`config.mk`:
```
export PLATFORM = sky130hd
export DESIGN_NAME = bsfir_filter
export DESIGN_NICKNAME = d
export VERILOG_FILES = /design/src/rtl/bsfir_pkg.sv /design/src/rtl/bs_csa.sv /design/src/rtl/bs_word_delay.sv /design/src/rtl/bs_serial_mult.sv /design/src/rtl/bs_col_adder.sv /design/src/rtl/bsfir_filter.sv
export SDC_FILE = /design/constraint.sdc
export NUM_CORES = 1
export LEC_CHECK = 0
export ABC_AREA = 0
export BUFFER_PORTS_ARGS = -buffer_cell sky130_fd_sc_hd__buf_2
export CORE_MARGIN = 5
export CORE_UTILIZATION = 45
export CTS_CLUSTER_SIZE = 28
export DETAILED_ROUTE_END_ITERATION = 16
export RECOVER_POWER = 100
export SLEW_MARGIN = 30
export SYNTH_ARGS = -nofsm -noshare
export SYNTH_HDL_FRONTEND = slang
export SYNTH_SLANG_ARGS = --single-unit
```
`constraint.sdc`:
```
create_clock -name clk -period 1.57 [get_ports clk]
set_clock_uncertainty 0.05 [all_clocks]
set_input_delay 0.471 -clock clk [delete_from_list [all_inputs] [get_ports clk]]
set_output_delay 0.471 -clock clk [all_outputs]
set_load 0.01 [all_outputs]
```
`src/rtl/bsfir_pkg.sv`:
```
package bsfir_pkg;

  // Number of serial streams left after `lvl` pairing stages of a tree fed
  // by `n` streams (odd stream passes through a register).
  function automatic int level_count(input int n, input int lvl);
    int c;
    c = n;
    for (int i = 0; i < lvl; i++) c = (c + 1) / 2;
    return c;
  endfunction

endpackage

```
`src/rtl/bs_csa.sv`:
```
// Bit-serial adder: registered sum, carry held between bits of one word.
module bs_csa (
  input  logic clk,
  input  logic rst_n,
  input  logic clr,
  input  logic a,
  input  logic b,
  output logic s
);
  logic cy_q;
  logic cy_in;
  logic s_d;
  logic cy_d;

  // on the LSB clock the stored carry belongs to the previous word
  assign cy_in = clr ? 1'b0 : cy_q;
  assign s_d   = a ^ b ^ cy_in;
  assign cy_d  = (a & b) | (a & cy_in) | (b & cy_in);

  always_ff @(posedge clk or negedge rst_n) begin
    if (!rst_n) begin
      s    <= 1'b0;
      cy_q <= 1'b0;
    end else begin
      s    <= s_d;
      cy_q <= cy_d;
    end
  end

  AST_CSA_CARRY_CLR: assert property (@(posedge clk) disable iff (!rst_n)
    clr |=> (cy_q == ($past(a) & $past(b))));

endmodule

```
`src/rtl/bs_word_delay.sv`:
```
// One word of delay; never touched by the per-word clear.
module bs_word_delay #(
  parameter int LEN = 17
) (
  input  logic clk,
  input  logic rst_n,
  input  logic d,
  output logic q
);
  logic [LEN-1:0] sr_q;

  always_ff @(posedge clk or negedge rst_n) begin
    if (!rst_n) sr_q <= '0;
    else        sr_q <= {sr_q[LEN-2:0], d};
  end

  assign q = sr_q[LEN-1];

endmodule

```
`src/rtl/bs_serial_mult.sv`:
```
// Serial-by-constant multiplier. The MSB stage negates (sign weight), the
// lower stages add shifted partial products. One bit of latency.
module bs_serial_mult #(
  parameter int                COEF_W = 6,
  parameter logic [COEF_W-1:0] COEF   = '0
) (
  input  logic clk,
  input  logic rst_n,
  input  logic clr,
  input  logic y,
  output logic p
);
  localparam int MSB = COEF_W - 1;

  logic [COEF_W-1:0] st;
  logic neg_q;
  logic neg_in;
  logic top_bit;
  logic top_q;

  // sign stage: two's complement of y when the coefficient sign bit is set
  assign top_bit = y & COEF[MSB];
  assign neg_in  = clr ? 1'b0 : neg_q;

  always_ff @(posedge clk or negedge rst_n) begin
    if (!rst_n) begin
      top_q <= 1'b0;
      neg_q <= 1'b0;
    end else begin
      top_q <= top_bit ^ neg_in;
      neg_q <= neg_in | top_bit;
    end
  end

  assign st[MSB] = top_q;

  for (genvar j = 0; j < MSB; j++) begin : g_stage
    logic up;
    logic pp;
    assign up = clr ? 1'b0 : st[j+1];
    assign pp = y & COEF[j];
    bs_csa u_add (
      .clk   (clk),
      .rst_n (rst_n),
      .clr   (clr),
      .a     (pp),
      .b     (up),
      .s     (st[j])
    );
  end

  assign p = st[0];

  AST_NEG_FLAG_CLR: assert property (@(posedge clk) disable iff (!rst_n)
    $fell(neg_q) |-> $past(clr));

endmodule

```
`src/rtl/bs_col_adder.sv`:
```
// Serial column adder: a tree of bit-serial adders, one level per clock.
module bs_col_adder
  import bsfir_pkg::*;
#(
  parameter int N_IN = 5,
  localparam int LVLS = $clog2(N_IN)
) (
  input  logic            clk,
  input  logic            rst_n,
  input  logic [LVLS-1:0] clr_lvl,   // bit i clears level i+1
  input  logic [N_IN-1:0] din,
  output logic            sum
);

  for (genvar l = 0; l <= LVLS; l++) begin : g_lvl
    localparam int CNT = level_count(N_IN, l);
    logic [CNT-1:0] s;

    if (l == 0) begin : g_in
      assign s = din;
    end else begin : g_red
      localparam int PCNT = level_count(N_IN, l - 1);
      for (genvar i = 0; i < CNT; i++) begin : g_node
        if (2*i + 1 < PCNT) begin : g_add
          bs_csa u_add (
            .clk   (clk),
            .rst_n (rst_n),
            .clr   (clr_lvl[l-1]),
            .a     (g_lvl[l-1].s[2*i]),
            .b     (g_lvl[l-1].s[2*i+1]),
            .s     (s[i])
          );
        end else begin : g_pass
          logic pass_q;
          always_ff @(posedge clk or negedge rst_n) begin
            if (!rst_n) pass_q <= 1'b0;
            else        pass_q <= g_lvl[l-1].s[2*i];
          end
          assign s[i] = pass_q;
        end
      end
    end
  end

  assign sum = g_lvl[LVLS].s[0];

endmodule

```
`src/rtl/bsfir_filter.sv`:
```
module bsfir_filter #(
  parameter int N_TAPS = 5,
  parameter int DATA_W = 8,
  parameter int COEF_W = 6,
  parameter logic [N_TAPS*COEF_W-1:0] COEFS =
    {6'b100000, 6'b001101, 6'b111001, 6'b011111, 6'b100000}
) (
  input  logic clk,
  input  logic rst_n,
  input  logic word_start,
  input  logic din,
  output logic dout,
  output logic out_word_start,
  output logic cascade_out
);
  localparam int LVLS   = $clog2(N_TAPS);
  localparam int WORD_W = DATA_W + COEF_W + LVLS;
  localparam int LAT    = LVLS + 1;
  localparam int GAP_W  = $clog2(WORD_W + 1);

  // delay chain: tap_in[k] feeds tap k, the last one is the cascade stream
  logic [N_TAPS:0]   tap_in;
  logic [N_TAPS-1:0] prod;
  logic [LAT-1:0]    ws_d;

  assign tap_in[0] = din;

  for (genvar k = 0; k < N_TAPS; k++) begin : g_tap
    bs_word_delay #(.LEN(WORD_W)) u_dly (
      .clk   (clk),
      .rst_n (rst_n),
      .d     (tap_in[k]),
      .q     (tap_in[k+1])
    );
    bs_serial_mult #(
      .COEF_W (COEF_W),
      .COEF   (COEFS[k*COEF_W +: COEF_W])
    ) u_mul (
      .clk   (clk),
      .rst_n (rst_n),
      .clr   (word_start),
      .y     (tap_in[k]),
      .p     (prod[k])
    );
  end

  assign cascade_out = tap_in[N_TAPS];

  // word marker pipeline: stage i lines up with tree level i+1
  if (LAT == 1) begin : g_ws1
    always_ff @(posedge clk or negedge rst_n) begin
      if (!rst_n) ws_d <= '0;
      else        ws_d <= word_start;
    end
  end else begin : g_wsn
    always_ff @(posedge clk or negedge rst_n) begin
      if (!rst_n) ws_d <= '0;
      else        ws_d <= {ws_d[LAT-2:0], word_start};
    end
  end

  if (N_TAPS == 1) begin : g_single
    assign dout = prod[0];
  end else begin : g_tree
    bs_col_adder #(.N_IN(N_TAPS)) u_tree (
      .clk     (clk),
      .rst_n   (rst_n),
      .clr_lvl (ws_d[LVLS-1:0]),
      .din     (prod),
      .sum     (dout)
    );
  end

  assign out_word_start = ws_d[LAT-1];

  // framing monitor for the input side
  logic [GAP_W-1:0] gap_q;
  logic             seen_q;

  always_ff @(posedge clk or negedge rst_n) begin
    if (!rst_n) begin
      gap_q  <= '0;
      seen_q <= 1'b0;
    end else if (word_start) begin
      gap_q  <= '0;
      seen_q <= 1'b1;
    end else if (int'(gap_q) < WORD_W) begin
      gap_q  <= gap_q + 1'b1;
    end
  end

  AST_WS_PERIOD: assert property (@(posedge clk) disable iff (!rst_n)
    (word_start && seen_q) |-> (int'(gap_q) == WORD_W - 1));
  AST_OWS_LATENCY: assert property (@(posedge clk) disable iff (!rst_n)
    word_start |-> ##LAT out_word_start);
  AST_OWS_SINGLE: assert property (@(posedge clk) disable iff (!rst_n)
    out_word_start |=> !out_word_start);

endmodule

```
==> results by group <==
Placed design
  • Gpl congestion: 0.657
  • Pre-CTS setup slack: -0.233 ns
  • Dpl cells: 426
  • Port Buffer Count: 6
  • Hpwl dp: 3280 um

Worst setup path
  • R2R depth: 3
  • Critical path fanouts, max: 1
  • Worst path arrival time: slightly below 1 ns
  • Worst path slowest cell: dfrtp_1
  • CP cell instances: buf_2
  • Critical path depth: 1
  • Req. time, crit path: 1.05 ns
  • Worst Path Buf+Inv: 1
  • Worst Setup Start Kind: register
  • Worst Setup EP: cascade_out
  • CP Launch Point: g_tap[4].u_dly.sr_q[16]
  • Max stage delay on crit path: 0.35 ns
  • Setup crit end kind: primary output
  • Setup slack, reg-to-reg: approximately 0.28 ns
  • Crit path kind: reg -> out
  • Reg-to-Reg Start: ws_d[0]
  • Delay-heaviest family, CP: flip-flops

Clocking
  • H-tree depth: 4
  • Post CTS Setup Buffer Count: 0
  • Cts bufs inserted: 17
  • Worst skew pair latency: about 0.5 ns
  • Clk root buf: clkbuf_8
  • Clk buf depth: 2
  • CTS Sinks: 157
  • Clock slew at reported path FFs: 0.07 ns
  • CTS tree: built

Cells and area
  • Register area: 0.00393 sq mm
  • Final Non-Filler Cells: 459
  • Area of the multi-input gates: 888 sq um
  • Ant diodes: 0
  • Layout cells sized above 1: 0.138
  • Finished Core Util: 0.537
  • Fill cell count: 868
  • Area grow syn2layout: 17.6%
  • Final Net Count: 342

Flow run
  • Max-Cap Viols: 0

Synth
  • Adder-Cell Fraction of Synth Area: 0.103
  • Synth top area share: 0.797
  • Sequential-to-total area share from yosys stat: 0.797
  • Synth Warn #: 0
  • Distinct cell type count of the synthesized netlist: 11
  • Post-synth EDFFs: 0
  • Cells after Synth: 277
  • Compound-cell area share of the yosys netlist: 0.00152
  • Synthesized area: between 0.004 and 0.005 sq mm
  • Syn_area_per_cell: 17.8 sq um
  • Synth area leader: dfrtp_1
  • Most frequent cell after synthesis: dfrtp_1
  • Yosys reg bits: 157
  • Synth Area in Simple Gates: 0.0744
  • Fraction of synthesized area in multiplexers: 0
  • Synth Net Count: 313
  • Ys flop type: dfrtp_1
  • Largest family of logic cells by synthesized area: adder cells
  • Top cells by area, synth: dfrtp_1, nor2b_1, fa_1
  • Ys async rst share: 1.00
  • Xor/xnor share of the synthesized area: 0.00178
  • Top cells by count, synth: dfrtp_1, nor2b_1, inv_1

Timing
  • Worst-margin pin slew: 0.630 ns
  • Fin. Hold Viols: 0
  • Total negative setup slack: 0 ns
  • Unrepaired setup endpoints after global routing: no
  • Final Max Tran Viols: 0
  • Final worst path period need: between 1.5 and 2 ns
  • Final worst slack: around 0.068 ns
  • Slew headroom: 0.580
  • Final period util: 0.957
  • Final setup vio count: 0
  • Max Clock Freq: 666 MHz

Floorplan
  • Core area: between 0.01 and 0.015 sq mm
  • Die Wd: 115 um
  • Row count: 38
  • Die height: 115 um
  • DIE AREA: 0.0131 sq mm
  • I/O Pins: 7
  • Starting Density: 0.457

Pwr
  • Power density over the cells: 1520 mW/mm^2
  • Maximum VDD drop: between 0.7 and 0.8 mV
  • Static Leak: ~2.9 nW

Worst hold path
  • Hold path cells: 1
  • Worst Hold Class: in -> reg

Detailed routing
  • Routed wire length: 5890 um
  • Routed Antenna Nets: 0
  • Routed vias/inst: 4.34
  • DR DRC count: 0
  • Routed wire per std cell: 12.8 um
  • DRT iter0 DRCs: 66
  • Total number of vias: approximately 2000
  • Initial DRT Pass Iterations: 4

GRT
  • Total grt overflow: 0
  • Number of antenna violations at the first check in global routing: 0
  • First-pass GRT wire length: 10700 um
  • Largest net degree at the start of global routing: 44
  • Vias in the first global route: 2177
  • Total track usage: 0.109

Outcome
  • Status: completed
## worst min path at each step
stage / start / to / slack (ns)
floorplan: rst_n / g_tap[0].u_dly.sr_q[0] / 0.13
global placement: rst_n / g_tap[4].u_dly.sr_q[7] / 0.28
detailed placement: rst_n / g_tap[4].u_dly.sr_q[7] / 0.28
CTS: din / g_tap[0].u_dly.sr_q[0] / 0.008
global route: din / g_tap[0].u_dly.sr_q[0] / 0.02
finish: din / g_tap[0].u_dly.sr_q[0] / 0.04
## cell type report
cell class,instances,area share
repair buffers,15,0.0162
well taps,140,0.0302
clock inverters,14,0.0343
clock buffers,18,0.0738
flip-flops and latches,157,0.678
inverters,22,0.0142
multi-input cells,93,0.153
## routing by layer
metal | share of wire | track usage
met5 | 0 | 0
met4 | 0.012 | 0.0546
met3 | 0.028 | 0.0349
met1 | 0.49 | 0.151
met2 | 0.47 | 0.154
## power breakdown
group	internal, W	switching, W	total, W	leakage [nW]
combinational	0.0000964	0.000187	0.000284	0.618
sequential	0.00423	0.0000536	0.00428	2.02
clock	0.00254	0.00170	0.00423	0.308
total	0.00686	0.00194	0.00880	2.95
## cells in the final DEF, fill, tap and decap left out, types with 3 or more instances in the layout
master	n
buf_4	3
bufinv_16	3
clkbuf_16	16
clkbuf_2	5
clkinv_4	3
dfrtp_1	157
fa_1	14
ha_1	18
inv_1	22
inv_6	5
nand2b_1	8
nor2b_1	50
## registers in the layout, summed over array words and instances (netlist names)
signal	cells
g_tap.u_dly.sr_q	85
g_tap.u_mul.g_stage.u_add.cy_q	25
g_tap.u_mul.g_stage.u_add.s	25
g_tap.u_mul.neg_q	5
g_tap.u_mul.top_q	3
g_tree.u_tree.g_lvl.g_red.g_node.g_add.u_add.cy_q	4
g_tree.u_tree.g_lvl.g_red.g_node.g_add.u_add.s	4
g_tree.u_tree.g_lvl.g_red.g_node.g_pass.pass_q	2
ws_d	4
## logic make-up after synthesis
logic type | Yosys count
flip-flops | 157
XOR/XNOR | 1
buffers and inverters | 27
adder cells (fa/ha/maj) | 32
AND/OR/NAND/NOR | 59
AO/OA/AOI/OAI | 1
## per-stage QoR
step           total power [W]  cell area [sq um]  hold slack [ns]
2_1_floorplan          0.00450               4930            0.125
5_1_grt                0.00919               5800           0.0232
3_5_place_dp           0.00468               5210            0.285
3_3_place_gp           0.00466               5210            0.278
6_report               0.00880               5800           0.0380
4_1_cts                0.00896               5850          0.00776
## timing repair
action | CTS | global route
gates resized for setup | 0 | 0
hold endpoints to repair | 13 | 0
hold buffers | 1 | 0
Power figures use the tool's default switching activity.
